<file path="src/rtl/sram_ctrl_pkg.sv">
package sram_ctrl_pkg;

  typedef enum logic [1:0] {
    PH_IDLE    = 2'd0,
    PH_SETUP   = 2'd1,
    PH_STROBE  = 2'd2,
    PH_RECOVER = 2'd3
  } phase_e;

  // Clocks needed to cover ns nanoseconds, never less than one.
  function automatic int unsigned clocks_for(input int unsigned ns,
                                             input int unsigned period_ns);
    int unsigned q;
    q = (ns + period_ns - 1) / period_ns;
    if (q == 0) q = 1;
    return q;
  endfunction

  function automatic int unsigned max2(input int unsigned a,
                                       input int unsigned b);
    return (a > b) ? a : b;
  endfunction

  // Clocks still missing to reach a total cycle length, at least one.
  function automatic int unsigned top_up(input int unsigned total,
                                         input int unsigned used);
    return (total > used) ? (total - used) : 1;
  endfunction

  // Counter width able to hold values 0 .. max_len-1.
  function automatic int unsigned count_width(input int unsigned max_len);
    int unsigned w;
    w = $clog2(max_len);
    return (w == 0) ? 1 : w;
  endfunction

endpackage

</file>
<file path="src/rtl/sram_phase_timer.sv">
module sram_phase_timer #(
  parameter int unsigned CNT_W = 3
) (
  input  logic             clk,
  input  logic             rst_n,
  input  logic             load,
  input  logic [CNT_W-1:0] load_val,
  output logic             done
);

  logic [CNT_W-1:0] cnt_q;

  always_ff @(posedge clk or negedge rst_n) begin
    if (!rst_n)            cnt_q <= '0;
    else if (load)         cnt_q <= load_val;
    else if (cnt_q != '0)  cnt_q <= cnt_q - CNT_W'(1);
  end

  assign done = (cnt_q == '0);

  // a loaded phase runs down one clock at a time
  a_r8_timer_step: assert property (@(posedge clk) disable iff (!rst_n)
    (!load && !done) |=> (cnt_q == $past(cnt_q) - CNT_W'(1)));

endmodule

</file>
<file path="src/rtl/sram_seq_fsm.sv">
module sram_seq_fsm
  import sram_ctrl_pkg::*;
#(
  parameter int unsigned CNT_W     = 3,
  parameter int unsigned SETUP_CYC = 1,
  parameter int unsigned WR_STB    = 6,
  parameter int unsigned WR_REC    = 1,
  parameter int unsigned RD_STB    = 7,
  parameter int unsigned RD_REC    = 3
) (
  input  logic             clk,
  input  logic             rst_n,
  input  logic             req_valid,
  input  logic             req_write,
  input  logic             timer_done,
  output logic             req_ready,
  output logic             accept,
  output logic             timer_load,
  output logic [CNT_W-1:0] timer_val,
  output logic             capture,
  output logic             ce_n,
  output logic             we_n,
  output logic             oe_n,
  output logic             drv_en
);

  localparam logic [CNT_W-1:0] SETUP_LD = CNT_W'(SETUP_CYC - 1);
  localparam logic [CNT_W-1:0] WSTB_LD  = CNT_W'(WR_STB - 1);
  localparam logic [CNT_W-1:0] WREC_LD  = CNT_W'(WR_REC - 1);
  localparam logic [CNT_W-1:0] RSTB_LD  = CNT_W'(RD_STB - 1);
  localparam logic [CNT_W-1:0] RREC_LD  = CNT_W'(RD_REC - 1);

  phase_e state_q, state_d;
  logic   op_wr_q;
  logic   ce_n_q, we_n_q, oe_n_q, drv_q;

  // Named events for the assertions and the datapath
  logic   in_idle, in_strobe, strobe_next, last_strobe_clk;

  assign in_idle         = (state_q == PH_IDLE);
  assign in_strobe       = (state_q == PH_STROBE);
  assign strobe_next     = (state_d == PH_STROBE);
  assign last_strobe_clk = in_strobe && timer_done;

  assign req_ready = in_idle;
  assign accept    = in_idle && req_valid;
  assign capture   = last_strobe_clk && !op_wr_q;

  always_comb begin
    state_d    = state_q;
    timer_load = 1'b0;
    timer_val  = '0;
    unique case (state_q)
      PH_IDLE: if (req_valid) begin
        state_d    = PH_SETUP;
        timer_load = 1'b1;
        timer_val  = SETUP_LD;
      end
      PH_SETUP: if (timer_done) begin
        state_d    = PH_STROBE;
        timer_load = 1'b1;
        timer_val  = op_wr_q ? WSTB_LD : RSTB_LD;
      end
      PH_STROBE: if (timer_done) begin
        state_d    = PH_RECOVER;
        timer_load = 1'b1;
        timer_val  = op_wr_q ? WREC_LD : RREC_LD;
      end
      PH_RECOVER: if (timer_done) begin
        state_d    = PH_IDLE;
      end
      default: state_d = PH_IDLE;
    endcase
  end

  always_ff @(posedge clk or negedge rst_n) begin
    if (!rst_n) begin
      state_q <= PH_IDLE;
      op_wr_q <= 1'b0;
      ce_n_q  <= 1'b1;
      we_n_q  <= 1'b1;
      oe_n_q  <= 1'b1;
      drv_q   <= 1'b0;
    end else begin
      state_q <= state_d;
      if (accept) op_wr_q <= req_write;
      ce_n_q  <= !strobe_next;
      we_n_q  <= !(strobe_next && op_wr_q);
      oe_n_q  <= !(strobe_next && !op_wr_q);
      drv_q   <= in_strobe && op_wr_q;
    end
  end

  assign ce_n   = ce_n_q;
  assign we_n   = we_n_q;
  assign oe_n   = oe_n_q;
  assign drv_en = drv_q;

  // Checker state: length of the current low run of each strobe
  logic [15:0] we_run, oe_run;
  always_ff @(posedge clk or negedge rst_n) begin
    if (!rst_n) begin
      we_run <= '0;
      oe_run <= '0;
    end else begin
      we_run <= we_n_q ? 16'd0 : we_run + 16'd1;
      oe_run <= oe_n_q ? 16'd0 : oe_run + 16'd1;
    end
  end

  // write or read strobes only under chip enable, never both
  a_r2_we_needs_ce: assert property (@(posedge clk) disable iff (!rst_n)
    !we_n_q |-> !ce_n_q);
  a_r2_oe_needs_ce: assert property (@(posedge clk) disable iff (!rst_n)
    !oe_n_q |-> (!ce_n_q && we_n_q));
  // write strobe width
  a_r4_we_width: assert property (@(posedge clk) disable iff (!rst_n)
    $rose(we_n_q) |-> (we_run == 16'(WR_STB)));
  // output enable high while writing or driving
  a_r5_oe_high_writing: assert property (@(posedge clk) disable iff (!rst_n)
    (!we_n_q || drv_q) |-> oe_n_q);
  // driver turns on only a clock into the write strobe
  a_r5_drv_after_we: assert property (@(posedge clk) disable iff (!rst_n)
    $rose(drv_q) |-> (!we_n_q && $past(!we_n_q)));
  // driver released one clock after the strobe ends
  a_r5_drv_release: assert property (@(posedge clk) disable iff (!rst_n)
    $rose(we_n_q) |-> drv_q ##1 !drv_q);
  // read strobe width
  a_r6_oe_width: assert property (@(posedge clk) disable iff (!rst_n)
    $rose(oe_n_q) |-> (oe_run == 16'(RD_STB)));
  // ready only with every strobe high and the bus released
  a_r7_ready_quiet: assert property (@(posedge clk) disable iff (!rst_n)
    req_ready |-> (ce_n_q && we_n_q && oe_n_q && !drv_q));

endmodule

</file>
<file path="src/rtl/sram_data_path.sv">
module sram_data_path #(
  parameter int unsigned ADDR_W = 15,
  parameter int unsigned DATA_W = 8
) (
  input  logic              clk,
  input  logic              rst_n,
  input  logic              accept,
  input  logic [ADDR_W-1:0] req_addr,
  input  logic [DATA_W-1:0] req_wdata,
  input  logic              capture,
  input  logic              strobe_low,
  input  logic              drv_en,
  input  logic [DATA_W-1:0] dq_in,
  output logic [ADDR_W-1:0] sram_addr,
  output logic [DATA_W-1:0] dq_out,
  output logic              rd_valid,
  output logic [DATA_W-1:0] rd_data
);

  logic [ADDR_W-1:0] addr_q;
  logic [DATA_W-1:0] wdata_q, rdata_q;
  logic              rvalid_q;

  always_ff @(posedge clk or negedge rst_n) begin
    if (!rst_n) begin
      addr_q   <= '0;
      wdata_q  <= '0;
      rdata_q  <= '0;
      rvalid_q <= 1'b0;
    end else begin
      if (accept) begin
        addr_q  <= req_addr;
        wdata_q <= req_wdata;
      end
      if (capture) rdata_q <= dq_in;
      rvalid_q <= capture;
    end
  end

  assign sram_addr = addr_q;
  assign dq_out    = wdata_q;
  assign rd_valid  = rvalid_q;
  assign rd_data   = rdata_q;

  // address frozen while any strobe is low
  a_r3_addr_frozen: assert property (@(posedge clk) disable iff (!rst_n)
    strobe_low |-> $stable(addr_q));
  // driven byte does not move while the driver is on
  a_r5_wdata_steady: assert property (@(posedge clk) disable iff (!rst_n)
    drv_en |-> $stable(wdata_q));
  // read-valid is a single-clock pulse
  a_r6_valid_pulse: assert property (@(posedge clk) disable iff (!rst_n)
    rvalid_q |=> !rvalid_q);

endmodule

</file>
<file path="src/rtl/sram_strobe_ctrl.sv">
module sram_strobe_ctrl
  import sram_ctrl_pkg::*;
#(
  parameter int unsigned ADDR_W        = 15,
  parameter int unsigned DATA_W        = 8,
  parameter int unsigned CLK_PERIOD_NS = 10,
  parameter int unsigned T_AS_NS       = 0,
  parameter int unsigned T_WC_NS       = 70,
  parameter int unsigned T_WP_NS       = 55,
  parameter int unsigned T_AW_NS       = 60,
  parameter int unsigned T_DW_NS       = 30,
  parameter int unsigned T_WR_NS       = 0,
  parameter int unsigned T_RC_NS       = 70,
  parameter int unsigned T_AA_NS       = 70,
  parameter int unsigned T_OE_NS       = 35,
  parameter int unsigned T_HZ_NS       = 25
) (
  input  logic              clk,
  input  logic              rst_n,
  input  logic              req_valid,
  output logic              req_ready,
  input  logic              req_write,
  input  logic [ADDR_W-1:0] req_addr,
  input  logic [DATA_W-1:0] req_wdata,
  output logic              rd_valid,
  output logic [DATA_W-1:0] rd_data,
  output logic [ADDR_W-1:0] sram_addr,
  output logic              sram_ce_n,
  output logic              sram_we_n,
  output logic              sram_oe_n,
  output logic [DATA_W-1:0] sram_dq_out,
  input  logic [DATA_W-1:0] sram_dq_in,
  output logic              sram_dq_oe
);

  localparam int unsigned P         = CLK_PERIOD_NS;
  localparam int unsigned SETUP_CYC = clocks_for(T_AS_NS, P);
  // Driver starts one clock into the strobe, hence the +1 on data setup
  localparam int unsigned WR_STB    = max2(max2(clocks_for(T_WP_NS, P),
                                                clocks_for(T_AW_NS, P)),
                                           clocks_for(T_DW_NS, P) + 1);
  localparam int unsigned WR_REC    = max2(clocks_for(T_WR_NS, P),
                                           top_up(clocks_for(T_WC_NS, P),
                                                  SETUP_CYC + WR_STB));
  localparam int unsigned RD_STB    = max2(clocks_for(T_AA_NS, P),
                                           clocks_for(T_OE_NS, P));
  localparam int unsigned RD_REC    = max2(clocks_for(T_HZ_NS, P),
                                           top_up(clocks_for(T_RC_NS, P),
                                                  SETUP_CYC + RD_STB));
  localparam int unsigned MAX_PH    = max2(max2(max2(SETUP_CYC, WR_STB),
                                                max2(WR_REC, RD_STB)), RD_REC);
  localparam int unsigned CNT_W     = count_width(MAX_PH);

  logic             accept, capture, timer_load, timer_done;
  logic [CNT_W-1:0] timer_val;
  logic             ce_n, we_n, oe_n, drv_en, strobe_low;

  sram_phase_timer #(.CNT_W(CNT_W)) u_timer (
    .clk      (clk),
    .rst_n    (rst_n),
    .load     (timer_load),
    .load_val (timer_val),
    .done     (timer_done)
  );

  sram_seq_fsm #(
    .CNT_W     (CNT_W),
    .SETUP_CYC (SETUP_CYC),
    .WR_STB    (WR_STB),
    .WR_REC    (WR_REC),
    .RD_STB    (RD_STB),
    .RD_REC    (RD_REC)
  ) u_fsm (
    .clk        (clk),
    .rst_n      (rst_n),
    .req_valid  (req_valid),
    .req_write  (req_write),
    .timer_done (timer_done),
    .req_ready  (req_ready),
    .accept     (accept),
    .timer_load (timer_load),
    .timer_val  (timer_val),
    .capture    (capture),
    .ce_n       (ce_n),
    .we_n       (we_n),
    .oe_n       (oe_n),
    .drv_en     (drv_en)
  );

  assign strobe_low = !(ce_n && we_n && oe_n);

  sram_data_path #(.ADDR_W(ADDR_W), .DATA_W(DATA_W)) u_data (
    .clk        (clk),
    .rst_n      (rst_n),
    .accept     (accept),
    .req_addr   (req_addr),
    .req_wdata  (req_wdata),
    .capture    (capture),
    .strobe_low (strobe_low),
    .drv_en     (drv_en),
    .dq_in      (sram_dq_in),
    .sram_addr  (sram_addr),
    .dq_out     (sram_dq_out),
    .rd_valid   (rd_valid),
    .rd_data    (rd_data)
  );

  assign sram_ce_n  = ce_n;
  assign sram_we_n  = we_n;
  assign sram_oe_n  = oe_n;
  assign sram_dq_oe = drv_en;

endmodule

</file>
<file path="config.mk">
export PLATFORM = sky130hd
export DESIGN_NAME = sram_strobe_ctrl
export DESIGN_NICKNAME = d
export VERILOG_FILES = /design/src/rtl/sram_ctrl_pkg.sv /design/src/rtl/sram_phase_timer.sv /design/src/rtl/sram_seq_fsm.sv /design/src/rtl/sram_data_path.sv /design/src/rtl/sram_strobe_ctrl.sv
export SDC_FILE = /design/constraint.sdc
export NUM_CORES = 1
export LEC_CHECK = 0
export BUFFER_PORTS_ARGS = -buffer_cell sky130_fd_sc_hd__buf_2
export CAP_MARGIN = 20
export CELL_PAD_IN_SITES_DETAIL_PLACEMENT = 0
export CELL_PAD_IN_SITES_GLOBAL_PLACEMENT = 1
export CORE_MARGIN = 2
export CORE_UTILIZATION = 37
export DETAILED_ROUTE_END_ITERATION = 10
export GPL_ROUTABILITY_DRIVEN = 0
export PLACE_DENSITY_LB_ADDON = 0.1
export SLEW_MARGIN = 20
export SYNTH_ARGS = -nofsm -noshare
export SYNTH_HDL_FRONTEND = slang
export SYNTH_SLANG_ARGS = --single-unit
</file>
<file path="constraint.sdc">
create_clock -name clk -period 1.8 [get_ports clk]
set_input_delay 0.36 -clock clk [delete_from_list [all_inputs] [get_ports clk]]
set_output_delay 0.36 -clock clk [all_outputs]
set_load 0.01 [all_outputs]
</file>
After elaboration in Yosys (flattened, before gate mapping)
Cells that the tools add are included.
Widths: inputs -> output; s select.
{ "totals": {"reg_bits": 42, "in_bits": 35, "output_inout_bits": 37, "wordCells": 46} }
{ "op_classes": {"reduce_logical": 15, "addsub": 1, "n_eq_ne": 4, "n_mux": 15} }
{ "ops": {"columns": ["cell", "count"], "rows": [
  ["$mux 2", 6],
  ["$mux 3", 4],
  ["$pmux 2 s4", 1],
  ["$eq 2x2->1 const B", 3],
  ["$logic_and 1x1->1", 6],
  ["$pmux 3 s2", 1],
  ["$logic_not 1->1", 4],
  ["$logic_not 3->1", 1],
  ["$reduce_bool 3->1", 1],
  ["$sub 3x1->3 const B", 1],
  ["$eq 2x1->1 const B", 1],
  ["$logic_not 2->1", 1],
  ["$mux 1", 2],
  ["$pmux 1 s2", 1],
  ["$reduce_bool 2->1", 1],
  ["$reduce_or 2->1", 1]
]} }

Logic depth before layout (Yosys ltp)
{ "depth": {"word_depth": 6, "depth_mapped": 6, "ltp_nobuf": 6} }

Cells and area by module
From an unflattened synthesis, not the netlist that was laid out.
{ "unflattened": {"hier_cells": 131, "area_unflattened_um2": 1795.5} }
{ "modules_own_cells": {"columns": ["mod", "cells_each", "area_each_um2", "seq_area_each_um2", "instances"], "rows": [
  ["sram_data_path", 66, 1177.4, 800.8, 1],
  ["sram_seq_fsm", 43, 412.9, 178.9, 1],
  ["sram_phase_timer", 21, 200.2, 75.1, 1],
  ["sram_strobe_ctrl", 1, 5.0, 0.0, 1]
]} }

Worst setup path before layout
No wires, ideal clock.
{ "synth_timing": {"path_kind": "reg2reg", "start": "reg u_fsm.state_q[0]", "end": "reg u_data.wdata_q[0], in the netlist u_data.dq_out[0]", "synth_period_minus_slack_ps": 1521, "n_path_buf": 1, "path_slack_ps": 279, "arrival_ps": 1397, "setup_ps": 125, "t_required_ps": 1675, "stages_incl_launch_ff": 6, "cell_sequence": "dfrtp_1 > inv_1 > ha_1 > nand2_2 > buf_2 > mux2_2"} }
{ "synth_between": {"elab_chain_cells": 2} }
{ "synth_rtl": {"columns": ["element", "line_no", "text"], "rows": [
  ["from (decl)", "sram_seq_fsm.sv:33", "phase_e state_q, state_d;"],
  ["from (signal assigned)", "sram_seq_fsm.sv:85", "state_q <= state_d;"],
  ["$logic_not 2->1", "sram_seq_fsm.sv:40", "assign in_idle = (state_q == PH_IDLE);"],
  ["via req_ready", "sram_strobe_ctrl.sv:21", "output logic req_ready,"],
  ["$logic_and 1x1->1", "sram_seq_fsm.sv:46", "assign accept = in_idle && req_valid;"],
  ["to (signal assigned)", "sram_data_path.sv:33", "wdata_q <= req_wdata;"],
  ["to (decl)", "sram_data_path.sv:21", "logic [DATA_W-1:0] wdata_q, rdata_q;"]
]} }
The timed path passes the listed nets, and every way through them passes these cells.
A chain may end at the register's enable or synchronous reset.

Final worst setup path
{ "layout_timing": {"start": "reg u_fsm.state_q[0]", "end": "reg u_data.rdata_q[5], in the netlist u_data.rd_data[5]"} }
{ "layout_between": {"elab_chain_cells": 3} }
{ "layout_rtl": {"columns": ["element", "line_no", "text"], "rows": [
  ["$eq 2x2->1", "sram_seq_fsm.sv:41", "assign in_strobe = (state_q == PH_STROBE);"],
  ["$logic_and 1x1->1", "sram_seq_fsm.sv:43", "assign last_strobe_clk = in_strobe && timer_done;"],
  ["$logic_and 1x1->1", "sram_seq_fsm.sv:47", "assign capture = last_strobe_clk && !op_wr_q;"],
  ["to (signal assigned)", "sram_data_path.sv:35", "if (capture) rdata_q <= dq_in;"],
  ["to (decl)", "sram_data_path.sv:21", null]
]} }
Every way passes these cells.

==> impl_results.md <==
- Slew headroom: 0.7443
- Core Region: roughly 0.0047 mm2
- Static Leak: 1.165 nW
- Hold slack: slightly below 300 ps
- Post-place instance area: approximately 0.0023 mm2
- Seq cells post-synth: 42
- Crit path max fanout: 9
- Share of cells above drive strength 1: 0.6195
- Fin crit share: 0.9180
- Fmax: between 600 and 700 MHz
- Tot Pwr: ~4 mW
- Cells after synthesis: between 100 and 150
- Hold_buf cts: 1
- Max-cap viol count: 0
- Finish-stage setup viols: 0
- Worst Path Class, Setup: reg2reg
- Yosys cell types: 31
- Critical Path AT: 1830 ps
- H-Tree Depth: 2
- CP top delay family: flip-flops
- N_diodes: 0
- Placed Cells: ~260
- Required time of the critical path: around 2000 ps
- Syn. warnings: 0
- Critical path cell sequence: inv_1 -> ha_1 -> nor3b_2 -> buf_4 -> mux2_4
- Iteration-0 DRC Markers: 28
- Cell Area, Synth: roughly 0.0018 mm2
- Vias in the first global route: 1239
- Vias post-DR: 1229
- CTS root buf: clkbuf_8
- 1st-pass router iterations: 4
- First-pass GRT wire length: a little under 6000 um
- Die area: around 0.0054 mm2
- Post-DP HPWL: about 2700 um
- TritonCTS clock tree: yes
- IO Count: 72
- Post-CTS setup buffers: 0
- Wire per inst: 13.20 um
- Clk_lat worst skew: about 290 ps
- Synthesized area per cell: 14.78 um2
- Clk slew on worst S/H paths: 90 ps
- PwrDens: around 1700 mW/mm2
- Switching power: ~1.4 mW
- Startpoint types: register
- Starting Density: 0.3817
- Width of the die: ~74 um
- Comb pwr share: 0.449
- Worst Skew: 10.07 ps
- Post-route ant nets: 0
- Final Hold Viols: 0
- NumNets Final: about 250
- Net Sw Frac: 0.3503
- Max Root-Sink Buffers: 2
- Delay of the slowest critical-path stage: 420 ps
- IO buf count: between 70 and 80
- Total GRT Usage: 0.1432
- Fin cells: roughly 270
- Area Growth Syn to Fin: 31.51%
- Seq/Total Area, Yosys: 0.5850
- Clock sinks: 42
- Crit end category: register
- PostCTS Resize Cnt: 0
- WL final: 3591 um
- Post-Synthesis Net Count: ~170
- CTS Buf Count: 5
- Max-slew violation count: 0
- Pint: around 2.7 mW
- Status: complete, no violations
- Post-route setup TNS: 0 ps
- Bufs and invs on worst path: 2
- Min-delay worst type: in2reg
- Sequential share of power: 0.396
- Post-route cell area: 0.002371 mm2
- RSZ-0062 raised after global routing: false
- Grt ovf: 0
- Reg area: around 0.0011 mm2
- Largest net degree at the start of global routing: 18
- Vias per cell: around 4.5
- Multi-input gate area: slightly above 700 um2
- Worst path slowest cell: dfrtp_1
- VDD IR max: around 730 uV
- Clock power share: 0.155
- DRC errors left: 0
- Final Critical Period: 1652 ps
- Slew @ Worst Pin: 383.5 ps
- # fillers: ~440
- Initial antenna violation count: 0
- Die Height: 73.81 um
- FP Rows: 25
synthesized netlist by cell type:
cell	count	area (um2)
nand2b_1	1	6.260
nand3b_1	1	7.510
nor2_1	4	15.01
inv_1	6	22.52
ha_1	8	100.1
nor3b_2	1	12.51
and2_1	1	6.260
dfrtp_1	39	975.9
dfstp_2	3	78.83
a31oi_1	1	6.260
or2_2	1	6.260
o31ai_1	1	7.510
buf_6	1	11.26
nand2_2	1	6.260
a22oi_1	1	7.510
mux2_2	24	270.3
nand3_1	1	5.000
a221oi_1	1	8.760
nand4bb_1	1	11.26
buf_2	2	10.01
nand2b_4	1	13.76
o211ai_1	1	7.510
mux2_4	8	120.1
o21a_2	1	8.760
nand2_1	4	15.01
a21oi_1	3	15.01
a21o_1	1	7.510
o31ai_2	1	12.51
and2b_1	1	7.510
o21ai_0	1	5.000
o221ai_2	1	15.01
worst paths after layout:
path	startpoint	end	slack, ps	depth (start not counted)
max	u_fsm.state_q[0]	u_data.rd_data[5]	150	5
min in group asynchronous	rst_n	u_data.dq_out[2]	510	2
max reg2reg	u_fsm.state_q[0]	u_data.rd_data[5]	150	5
min reg2reg	u_data.dq_out[3]	u_data.dq_out[3]	500	1
min	req_addr[4]	u_data.sram_addr[4]	290	2
max in group asynchronous	rst_n	u_fsm.oe_n	700	3
cell usage in the layout, fill, tap and decap left out, types with 3 or more instances in the layout:
cell type and count:
mux2_2 24, buf_2 71, dfstp_2 3, ha_1 8
dfrtp_1 39, clkbuf_8 6, buf_4 6, nor2_1 4
a21oi_1 3, nand2_1 4, inv_1 6, mux2_4 8
state kept, by name, summed over array words and instances (netlist names):
name / flops
u_data.sram_addr: 15
u_fsm.op_wr_q: 1
u_fsm.we_n: 1
u_data.dq_out: 8
u_data.rd_data: 8
u_fsm.drv_en: 1
u_timer.cnt_q: 3
u_data.rd_valid: 1
u_fsm.oe_n: 1
u_fsm.ce_n: 1
u_fsm.state_q: 2
area by class of cell:
type	instances	area share
flip-flops and latches	42	0.4449
clock inverters	2	0.005277
inverters	6	0.009499
multi-input cells	71	0.2971
well taps	67	0.03536
clock buffers	6	0.03483
repair buffers	78	0.1731
power by group through the flow:
stage / logic (mW) / clock network (mW) / registers [mW]
5_1_grt: 2.04 / 0.703 / 1.69
4_1_cts: 1.87 / 0.662 / 1.63
3_3_place_gp: 1.83 / 0 / 1.63
6_report: 1.84 / 0.638 / 1.63
2_1_floorplan: 0.991 / 0 / 1.83
3_5_place_dp: 1.87 / 0 / 1.64
layer usage:
layer | up-vias | GRT usage | wire length [um]
met5 | - | 0 | 0
met2 | 53 | 0.2440 | 1808
met3 | 5 | 0.05075 | 275
met4 | 0 | 0.05455 | 40
met1 | 587 | 0.1639 | 1466
li1 | 584 | - | -
cells by family after synthesis:
logic type | after synthesis | share of synthesized area
flip-flops | 42 | 0.5850
adder cells (fa/ha/maj) | 8 | 0.05552
AND/OR/NAND/NOR | 18 | 0.06246
AO/OA/AOI/OAI | 13 | 0.05621
buffers and inverters | 9 | 0.02429
multiplexers | 32 | 0.2165
through the flow:
step	util	setup slack [ps]
CTS	0.5020	119.3
detailed placement	0.4797	148.7
finish	0.5020	147.6
global route	0.5020	29.29
global placement	0.4797	196.1
floorplan	-	278.5
Note: power is estimated with default switching activity, not from simulation.
